<file path="src/rtl/nr_div_pkg.sv">
package nr_div_pkg;
  function automatic int ceil_div(input int num, input int den);
    return (num + den - 1) / den;
  endfunction
endpackage

</file>
<file path="src/rtl/nr_div_stage.sv">
// One registered stage: NB add-or-subtract steps, then a register.
// rem is a (W+2)-bit two's complement partial remainder.
// qd holds unused dividend bits at the top and shifts quotient bits in at the bottom.
module nr_div_stage #(
  parameter int W  = 16,
  parameter int NB = 4
) (
  input  logic         clk,
  input  logic         rst,
  input  logic         in_v,
  input  logic [W+1:0] in_rem,
  input  logic [W-1:0] in_qd,
  input  logic [W-1:0] in_d,
  output logic         out_v,
  output logic [W+1:0] out_rem,
  output logic [W-1:0] out_qd,
  output logic [W-1:0] out_d
);
  logic [W+1:0] r_nx;
  logic [W-1:0] qd_nx;

  always_comb begin
    r_nx  = in_rem;
    qd_nx = in_qd;
    for (int k = 0; k < NB; k++) begin
      if (!r_nx[W+1]) r_nx = {r_nx[W:0], qd_nx[W-1]} - {2'b00, in_d};
      else            r_nx = {r_nx[W:0], qd_nx[W-1]} + {2'b00, in_d};
      qd_nx = {qd_nx[W-2:0], ~r_nx[W+1]};
    end
  end

  always_ff @(posedge clk) begin
    if (rst) out_v <= 1'b0;
    else     out_v <= in_v;
  end

  always_ff @(posedge clk) begin
    out_rem <= r_nx;
    out_qd  <= qd_nx;
    out_d   <= in_d;
  end
endmodule

</file>
<file path="src/rtl/nr_div_fix.sv">
// Remainder correction and optional output register.
module nr_div_fix #(
  parameter int W       = 16,
  parameter int OUT_REG = 1
) (
  input  logic         clk,
  input  logic         rst,
  input  logic         in_v,
  input  logic [W+1:0] in_rem,
  input  logic [W-1:0] in_q,
  input  logic [W-1:0] in_d,
  output logic         out_v,
  output logic [W-1:0] out_q,
  output logic [W-1:0] out_r,
  output logic [W-1:0] out_d
);
  logic [W-1:0] r_fix;

  // The true remainder lies in [0, d), so W-bit arithmetic is exact.
  assign r_fix = in_rem[W-1:0] + (in_rem[W+1] ? in_d : '0);

  if (OUT_REG != 0) begin : g_reg
    always_ff @(posedge clk) begin
      if (rst) out_v <= 1'b0;
      else     out_v <= in_v;
    end
    always_ff @(posedge clk) begin
      out_q <= in_q;
      out_r <= r_fix;
      out_d <= in_d;
    end
  end else begin : g_comb
    assign out_v = in_v;
    assign out_q = in_q;
    assign out_r = r_fix;
    assign out_d = in_d;
  end
endmodule

</file>
<file path="src/rtl/nr_div.sv">
module nr_div #(
  parameter int W       = 16,
  parameter int BPS     = 4,
  parameter int OUT_REG = 1
) (
  input  logic         clk,
  input  logic         rst,
  input  logic         in_valid,
  input  logic [W-1:0] dividend,
  input  logic [W-1:0] divisor,
  output logic         out_valid,
  output logic [W-1:0] quotient,
  output logic [W-1:0] remainder
);
  import nr_div_pkg::*;

  localparam int NST = ceil_div(W, BPS);
  localparam int LAT = NST + ((OUT_REG != 0) ? 1 : 0);
  localparam int LASTNB = W - BPS * (NST - 1);

  logic [NST:0]          v_p;
  logic [NST:0][W+1:0]   rem_p;
  logic [NST:0][W-1:0]   qd_p;
  logic [NST:0][W-1:0]   d_p;
  logic [W-1:0]          fin_div;

  assign v_p[0]   = in_valid;
  assign rem_p[0] = '0;
  assign qd_p[0]  = dividend;
  assign d_p[0]   = divisor;

  for (genvar s = 0; s < NST; s++) begin : g_st
    localparam int NB = (s == NST - 1) ? LASTNB : BPS;
    nr_div_stage #(.W(W), .NB(NB)) u_stage (
      .clk    (clk),
      .rst    (rst),
      .in_v   (v_p[s]),
      .in_rem (rem_p[s]),
      .in_qd  (qd_p[s]),
      .in_d   (d_p[s]),
      .out_v  (v_p[s+1]),
      .out_rem(rem_p[s+1]),
      .out_qd (qd_p[s+1]),
      .out_d  (d_p[s+1])
    );
  end

  nr_div_fix #(.W(W), .OUT_REG(OUT_REG)) u_fix (
    .clk   (clk),
    .rst   (rst),
    .in_v  (v_p[NST]),
    .in_rem(rem_p[NST]),
    .in_q  (qd_p[NST]),
    .in_d  (d_p[NST]),
    .out_v (out_valid),
    .out_q (quotient),
    .out_r (remainder),
    .out_d (fin_div)
  );
endmodule

</file>
<file path="config.mk">
export PLATFORM = sky130hd
export DESIGN_NAME = nr_div
export DESIGN_NICKNAME = d
export VERILOG_FILES = /design/src/rtl/nr_div_pkg.sv /design/src/rtl/nr_div_stage.sv /design/src/rtl/nr_div_fix.sv /design/src/rtl/nr_div.sv
export SDC_FILE = /design/constraint.sdc
export NUM_CORES = 1
export LEC_CHECK = 0
export BUFFER_PORTS_ARGS = -buffer_cell sky130_fd_sc_hd__buf_2
export CAP_MARGIN = 20
export CORE_MARGIN = 2
export CORE_UTILIZATION = 50
export DETAILED_ROUTE_END_ITERATION = 8
export PLACE_DENSITY = 0.78
export SYNTH_ARGS = -nofsm -noshare
export SYNTH_HDL_FRONTEND = slang
export SYNTH_HIERARCHICAL = 1
export SYNTH_SLANG_ARGS = --single-unit
</file>
<file path="constraint.sdc">
create_clock -name clk -period 29.1 [get_ports clk]
set_input_delay 1.455 -clock clk [delete_from_list [all_inputs] [get_ports clk]]
set_output_delay 1.455 -clock clk [all_outputs]
set_load 0.01 [all_outputs]
</file>
==> results of run 1 <==
## final cells by class
class	instances	area, sq um
Multi-Input combinational cell	2255	16800
Clock inverter	21	213
Clock buffer	33	771
Inverter	78	294
Timing Repair Buffer	76	403
Sequential cell	236	4720
Tap cell	592	741
Fill cell	4050	20100
Antenna cell	1	2.50
## state kept, by name, summed over array words and instances (netlist names)
name,cells
g_st.u_stage/out_qd,64
g_st.u_stage/out_v,4
g_st.u_stage/out_d,64
u_fix/out_q,16
g_st.u_stage/out_rem,71
u_fix/out_r,16
u_fix/out_v,1
## metrics by stage
stage	setup WS [ns]	instances	area (sq um)	utilization
final	13.83	3292	23900	0.543
after global placement	14.47	3237	22900	0.521
after CTS	14.07	3291	23900	0.543
after detailed placement	14.14	3237	22900	0.521
after global routing	12.53	3291	23900	0.543
after floorplan	16.56	2658	22200	-
## worst reg2reg max path, delay by kind of cell, from the launching register on
kind | cells | cell delay [ns]
and+or+nand+nor | 13 | 4.56
adders and majority gates | 5 | 1.69
xor gates and xnor gates | 6 | 1.15
AOI/OAI and AO/OA | 27 | 6.43
DFF | 1 | 0.39
buffers and inverters | 4 | 0.63
muxes | 1 | 0.34
## routing by layer
layer,up-vias,GRT usage,share of wire
li1,9369,-,-
met1,8754,0.276,0.44
met2,462,0.411,0.49
met3,110,0.0328,0.050
met4,0,0.0685,0.025
met5,-,0,0
## final timing paths
kind	start	endpoint	slack [ns]
min	g_st[0].u_stage/out_qd[2]$_DFF_P_	g_st[1].u_stage/out_qd[6]$_DFF_P_	0.30
max	g_st[1].u_stage/out_d[0]$_DFF_P_	g_st[2].u_stage/out_rem[16]$_DFF_P_	13.83
max reg2reg	g_st[1].u_stage/out_d[0]$_DFF_P_	g_st[2].u_stage/out_rem[16]$_DFF_P_	13.83
min reg2reg	g_st[0].u_stage/out_qd[2]$_DFF_P_	g_st[1].u_stage/out_qd[6]$_DFF_P_	0.30
==> impl_metrics.py, run 1 <==
metrics = {
    "clock_tree": {
        "cts_setup_buffers": 0,
        "cts.repair.resized": 0,
        "cts.sinks": 236,
        "clk_pin_slew_ns": 0.06,
        "htree_levels": 1,
        "insertion_delay_ns": 0.60,
        "root_buffer": "clkbuf_16",
        "cts_hold_buffers": 0,
        "clockBufferDepth": 3,
        "cts-buffers-inserted": 29,
        "cts_tree": "yes",
    },
    "placement": {
        "io_buffers": 67,
        "dp_hpwl_mm": 42.1,
        "place_congestion": 0.933,
    },
    "grt": {
        "grt-ovfl-total": 0,
        "grt_pass1_vias": 18500,
        "grt_max_degree": 28,
        "grt_util_all_layers": 0.227,
        "grt_antenna_before_repair": 2,
        "grt_pass1_wl_mm": 87.8,
    },
    "sta": {
        "setup_viol": 0,
        "finalHoldViolations": 0,
        "rsz0062_at_grt": "false",
        "worst_pin_slew_ns": 0.938,
        "slew_viol_final": 0,
        "finalSetupTns_ns": 0,
        "fmax_ghz": 0.0655,
        "fin_hold_ws_ns": 0.297,
        "fin_crit_ns": 15.27,
        "finClkSkew_ns": 0.0312,
        "relSlewSlack": 0.358,
        "fin_crit_sh": 0.525,
    },
    "yosys": {
        "ys_warn_count": 6,
        "syn_area_per_cell_sq_um": 8.40,
        "syn_inst": 2640,
        "syn_area_sq_mm": 0.0222,
    },
    "cells_and_area": {
        "synthToLayoutAreaGrowth_pct": 7.88,
        "layout_common_cells": "nor2_1, ha_1, xor2_1",
        "final_common_cell": "nor2_1",
        "drive_gt1_frac": 0.0908,
        "fin_nets": 3019,
    },
    "setup_path": {
        "cp_num_buf_inv": 4,
        "max_stage_delay_ns": 0.86,
        "critical_path_depth": 56,
        "rr_worst_depth": 56,
        "arrival_ns": 15.78,
        "critPathTopFamily": "compound AO/OA/AOI/OAI gates",
        "cp_data_required_time_ns": 29.61,
        "crit_fanout": 16,
        "crit_slowest_cell": "a2111oi_0",
        "worst_path_most_repeated_cell": "a21oi_1",
        "cp-start-kind": "register",
        "path_class": "register to register",
        "worst_setup_path_end_kind": "register",
    },
    "floorplan": {
        "num_io_pins": 68,
        "rows": 77,
        "die_height_um": 215,
        "start_util": 0.504,
        "core_area_sq_mm": 0.0440,
        "die_w_um": 215,
        "dieArea_sq_mm": 0.0461,
    },
    "routing": {
        "final_antenna_net_count": 0,
        "routed_wl_mm": 53.3,
        "vias_per_cell": 5.68,
        "drtIter0Drc": 1029,
        "via_count": 18700,
        "drc": 0,
        "firstDrtPassIters": 5,
        "wire_per_inst_um": 16.2,
    },
    "job": {
        "cap_violations": 0,
    },
    "outcome": {
        "status": "finished clean",
    },
    "hold_path": {
        "holdPathStages": 0,
        "hold_class": "register to register",
    },
}
Power of run 1 is left out: the tool's default activity adds up to more than one toggle a clock period on the data nets, which glitch-free logic cannot reach.
==> run 2, diff against run 1 <==
- ABC_AREA: not set -> 1
- PLACE_DENSITY: 0.78 -> 0.81
- clock period: 29.1 -> 12.8 ns (I/O delays scaled with it)
==> run 2 against run 1 <==
  * Setup slack worse by 12 ns
  * Count of clock-buffer cells in the layout is 1 higher
  * Core utilization is 0.086 points higher
  * Via count is 16% higher
  * Synthesized area is 3.2% higher
  * Flip-flop and latch count stayed put
  * Clock skew is 0.016 ns lower
  * Cell count is 22% higher
  * Cell area is 3.0% higher
  * Largest cell class unchanged
==> impl_metrics.py, run 2 <==
metrics = {
    "grt": {
        "grt-ovfl-total": 0,
        "grt_pass1_wl_mm": 95.0,
        "grt_pass1_vias": 20300,
        "grt_max_degree": 25,
        "grt_util_all_layers": 0.239,
        "grt_antenna_before_repair": 1,
    },
    "sta": {
        "fin_crit_sh": 0.834,
        "relSlewSlack": 0.500,
        "fin_crit_ns": 10.68,
        "finalSetupTns_ns": 0,
        "setup_viol": 0,
        "slew_viol_final": 0,
        "worst_pin_slew_ns": 0.749,
        "finClkSkew_ns": 0.0155,
        "finalHoldViolations": 0,
        "fin_hold_ws_ns": 0.185,
        "fmax_ghz": 0.0937,
        "rsz0062_at_grt": "false",
    },
    "setup_path": {
        "rr_endpoint": "g_st[3].u_stage/out_rem[15]$_DFF_P_",
        "r2r_start": "g_st[2].u_stage/out_d[0]$_DFF_P_",
        "worst_path_most_repeated_cell": "nand2_1",
        "max_stage_delay_ns": 0.53,
        "crit_fanout": 22,
        "endpoint": "g_st[0].u_stage/out_rem[14]$_DFF_P_",
        "worst_setup_path_end_kind": "register",
        "critPathLaunch": "divisor[0]",
        "arrival_ns": 11.16,
        "path_class": "primary input to register",
        "cp_data_required_time_ns": 13.28,
        "rr_worst_depth": 56,
        "reg2reg_slack_ns": 2.16,
        "crit_slowest_cell": "nand2_1",
        "cp-start-kind": "primary input",
    },
    "clock_tree": {
        "htree_levels": 1,
        "cts_tree": "yes",
        "clk_pin_slew_ns": 0.06,
        "cts.repair.resized": 0,
        "cts-buffers-inserted": 28,
        "cts_hold_buffers": 0,
        "cts_setup_buffers": 0,
        "insertion_delay_ns": 0.55,
        "clockBufferDepth": 3,
        "root_buffer": "clkbuf_16",
        "cts.sinks": 236,
    },
    "yosys": {
        "syn_inst": 3350,
        "syn_area_sq_mm": 0.0229,
        "ys_warn_count": 6,
        "syn_area_per_cell_sq_um": 6.83,
    },
    "floorplan": {
        "die_height_um": 218,
        "dieArea_sq_mm": 0.0475,
        "core_area_sq_mm": 0.0453,
        "die_w_um": 218,
        "num_io_pins": 68,
        "rows": 78,
        "start_util": 0.505,
    },
    "cells_and_area": {
        "largest_register": "g_st.u_stage/out_rem",
        "drive_gt1_frac": 0.0799,
        "fin_nets": 3754,
        "layout_common_cells": "nand2_1, inv_1, ha_1",
        "n_antenna_cell": 0,
        "nFillCells": 4419,
        "top_regs": "g_st.u_stage/out_rem (71), g_st.u_stage/out_d (64), g_st.u_stage/out_qd (64)",
        "synthToLayoutAreaGrowth_pct": 7.71,
        "final_common_cell": "nand2_1",
        "largest_register_ffs": 71,
    },
    "routing": {
        "vias_per_cell": 5.37,
        "routed_wl_mm": 57.1,
        "via_count": 21600,
        "firstDrtPassIters": 6,
        "final_antenna_net_count": 0,
        "drtIter0Drc": 1573,
        "drc": 0,
        "wire_per_inst_um": 14.2,
    },
    "placement": {
        "io_buffers": 67,
        "dp_hpwl_mm": 46.2,
        "place_congestion": 0.959,
    },
    "outcome": {
        "status": "finished clean",
    },
    "job": {
        "cap_violations": 0,
    },
    "hold_path": {
        "hold_class": "primary input to register",
    },
}
==> run 2: through the flow <==
step / worst slack, ns / cells / instance area, sq um / utilization
2_1_floorplan: 4.08 / 3373 / 23000 / -
3_3_place_gp: 2.02 / 3981 / 23700 / 0.523
3_5_place_dp: 1.90 / 3981 / 23700 / 0.523
4_1_cts: 2.28 / 4030 / 24600 / 0.544
5_1_grt: 1.03 / 4030 / 24600 / 0.544
6_report: 2.12 / 4030 / 24600 / 0.544
==> run 2: area by class of cell <==
type,instances,area (sq um),area share
Clock inverter,15,186,0.00756
Timing Repair Buffer,69,350,0.0142
Sequential cell,236,4720,0.192
Clock buffer,34,763,0.0310
Inverter,355,1340,0.0543
Multi-Input combinational cell,2721,16500,0.671
Tap cell,600,751,0.0305
==> run 2: worst max-delay path, delay by kind of cell <==
family / cells / cell delay [ns]
buffers and inverters: 10 / 1.61
AOI/OAI and AO/OA: 17 / 3.07
xor gates and xnor gates: 1 / 0.12
and+or+nand+nor: 30 / 4.21
adders and majority gates: 5 / 1.47
==> run 2: per-layer routing <==
layer / global-route usage / up-vias / part of all wire
met2: 0.418 / 628 / 0.47
met1: 0.311 / 9710 / 0.45
met4: 0.0669 / 2 / 0.022
li1: - / 11200 / -
met5: 0 / - / 0.00023
met3: 0.0236 / 104 / 0.055
==> run 2: how the worst min path moves through the flow <==
| stage | from | end | slack [ns] | cells past startpoint |
|---|---|---|---|---|
| finish | dividend[6] | g_st[0].u_stage/out_qd[10]$_DFF_P_ | 0.19 | 1 |
| CTS | dividend[10] | g_st[0].u_stage/out_qd[14]$_DFF_P_ | 0.15 | 1 |
| floorplan | g_st[0].u_stage/out_qd[6]$_DFF_P_ | g_st[1].u_stage/out_qd[10]$_DFF_P_ | 0.31 | 0 |
| global placement | g_st[0].u_stage/out_qd[8]$_DFF_P_ | g_st[1].u_stage/out_qd[12]$_DFF_P_ | 0.31 | 0 |
| detailed placement | g_st[0].u_stage/out_qd[9]$_DFF_P_ | g_st[1].u_stage/out_qd[13]$_DFF_P_ | 0.31 | 0 |
| global route | dividend[3] | g_st[0].u_stage/out_qd[7]$_DFF_P_ | 0.16 | 1 |
Power of run 2 is left out for the same reason.
==> run 3, diff against run 2 <==
- PLACE_DENSITY: 0.81 -> 0.78
- clock period: 12.8 -> 11.06 ns (I/O delays scaled with it)
==> run 3 against run 2 <==
  * Cell area increased by 0.35%
  * Count of clock-buffer cells in the layout unchanged
  * Core utilization increased by 0.19 points
  * Die area unchanged
  * Sequential share of layout area decreased by 0.066 points
  * Wire length decreased by 2.7%
  * Non-clock buffer count increased by 6
  * Via count decreased by 0.87%
==> impl_metrics.py, run 3 (synthesis gave the netlist of run 2 again) <==
metrics = {
    "routing": {
        "final_antenna_net_count": 0,
        "firstDrtPassIters": 6,
        "drtIter0Drc": 1624,
        "drc": 0,
        "via_count": 21400,
        "vias_per_cell": 5.31,
        "wire_per_inst_um": 13.8,
        "routed_wl_mm": 55.6,
    },
    "sta": {
        "fin_crit_ns": 10.04,
        "setup_viol": 0,
        "finalHoldViolations": 0,
        "fin_crit_sh": 0.908,
        "worst_pin_slew_ns": 0.720,
        "finClkSkew_ns": 0.0148,
        "relSlewSlack": 0.514,
        "slew_viol_final": 0,
        "finalSetupTns_ns": 0,
        "fmax_ghz": 0.0996,
        "rsz0062_at_grt": "false",
    },
    "clock_tree": {
        "htree_levels": 1,
        "insertion_delay_ns": 0.56,
        "cts.sinks": 236,
        "clk_pin_slew_ns": 0.06,
        "root_buffer": "clkbuf_16",
        "cts_tree": "yes",
        "cts-buffers-inserted": 28,
        "clockBufferDepth": 3,
    },
    "placement": {
        "place_congestion": 0.955,
        "io_buffers": 67,
        "dp_hpwl_mm": 45.1,
    },
    "cells_and_area": {
        "fin_nets": 3760,
        "largest_register": "g_st.u_stage/out_rem",
        "layout_common_cells": "nand2_1, inv_1, ha_1",
        "drive_gt1_frac": 0.0824,
        "seqCellArea_sq_mm": 0.00472,
        "multi_input_area_sq_mm": 0.0165,
        "top_regs": "g_st.u_stage/out_rem (71), g_st.u_stage/out_d (64), g_st.u_stage/out_qd (64)",
        "final_common_cell": "nand2_1",
        "nFillCells": 4447,
        "synthToLayoutAreaGrowth_pct": 8.08,
        "largest_register_ffs": 71,
    },
    "setup_path": {
        "crit_slowest_cell": "ha_1",
        "worst_setup_path_end_kind": "register",
        "arrival_ns": 10.53,
        "path_class": "register to register",
        "r2r_start": "g_st[1].u_stage/out_d[0]$_DFF_P_",
        "reg2reg_slack_ns": 1.02,
        "cp-start-kind": "register",
        "crit_fanout": 21,
        "endpoint": "g_st[2].u_stage/out_rem[14]$_DFF_P_",
        "max_stage_delay_ns": 0.40,
        "cp_data_required_time_ns": 11.54,
        "critPathLaunch": "g_st[1].u_stage/out_d[0]$_DFF_P_",
        "rr_worst_depth": 61,
        "rr_endpoint": "g_st[2].u_stage/out_rem[14]$_DFF_P_",
        "worst_path_most_repeated_cell": "nand2_1",
    },
    "floorplan": {
        "num_io_pins": 68,
        "die_w_um": 218,
        "core_area_sq_mm": 0.0453,
        "rows": 78,
        "dieArea_sq_mm": 0.0475,
        "die_height_um": 218,
        "start_util": 0.505,
    },
    "outcome": {
        "status": "finished clean",
    },
    "grt": {
        "grt-ovfl-total": 0,
        "grt_antenna_before_repair": 1,
        "grt_pass1_vias": 19900,
        "grt_util_all_layers": 0.233,
        "grt_pass1_wl_mm": 92.8,
        "grt_max_degree": 25,
    },
    "job": {
        "cap_violations": 0,
    },
    "hold_path": {
        "hold_class": "primary input to register",
    },
}
[run 3: routing by layer]
metal,GRT usage,part of all wire,vias to the layer above
met4,0.0825,0.030,0
met1,0.297,0.45,9575
met5,0,0,-
met2,0.406,0.47,544
li1,-,-,11200
met3,0.0266,0.053,113
[run 3: how the worst min path moves through the flow]
stage                                                    end  cells after the start                          startpoint  slack [ns]
after detailed placement   g_st[2].u_stage/out_qd[9]$_DFF_P_                      0   g_st[1].u_stage/out_qd[5]$_DFF_P_        0.31
after global routing       g_st[0].u_stage/out_qd[9]$_DFF_P_                      1                         dividend[5]        0.06
after floorplan           g_st[1].u_stage/out_qd[10]$_DFF_P_                      0   g_st[0].u_stage/out_qd[6]$_DFF_P_        0.31
final                     g_st[0].u_stage/out_qd[14]$_DFF_P_                      1                        dividend[10]        0.09
after global placement    g_st[2].u_stage/out_qd[15]$_DFF_P_                      0  g_st[1].u_stage/out_qd[11]$_DFF_P_        0.31
after CTS                 g_st[0].u_stage/out_qd[14]$_DFF_P_                      1                        dividend[10]        0.05
[run 3: cell type report]
| cell class | instances | area share |
|---|---|---|
| Clock inverter | 15 | 0.00840 |
| Clock buffer | 34 | 0.0309 |
| Timing Repair Buffer | 75 | 0.0160 |
| Inverter | 355 | 0.0541 |
| Tap cell | 600 | 0.0304 |
| Sequential cell | 236 | 0.191 |
| Antenna cell | 1 | 0.000101 |
| Multi-Input combinational cell | 2721 | 0.669 |
[run 3: repair_timing]
action / 4_1_cts / 5_1_grt
endpoints found under the setup margin: 0 / 8
hold buffers: 0 / 0
resized for setup: 0 / 4
setup buffers: 0 / 1
[run 3: stage by stage]
step           cell area [sq um]   util  hold slack (ns)  setup slack [ns]  cells
2_1_floorplan              23000      -            0.310              2.43   3373
3_3_place_gp               23700  0.524            0.311              1.05   3986
3_5_place_dp               23700  0.524            0.312             0.663   3986
4_1_cts                    24700  0.546           0.0539              1.00   4035
5_1_grt                    24700  0.546           0.0631           0.00416   4037
6_report                   24700  0.546           0.0854              1.02   4037
[run 3: critical path, delay by kind of cell, from the launching register on]
family / cells / cell delay [ns]
simple gates: 34 / 4.24
compound gates: 14 / 2.21
fa+ha+maj: 5 / 1.70
buf+inv: 6 / 0.90
xor+xnor: 2 / 0.49
flops: 1 / 0.39
Power of run 3 is left out for the same reason.
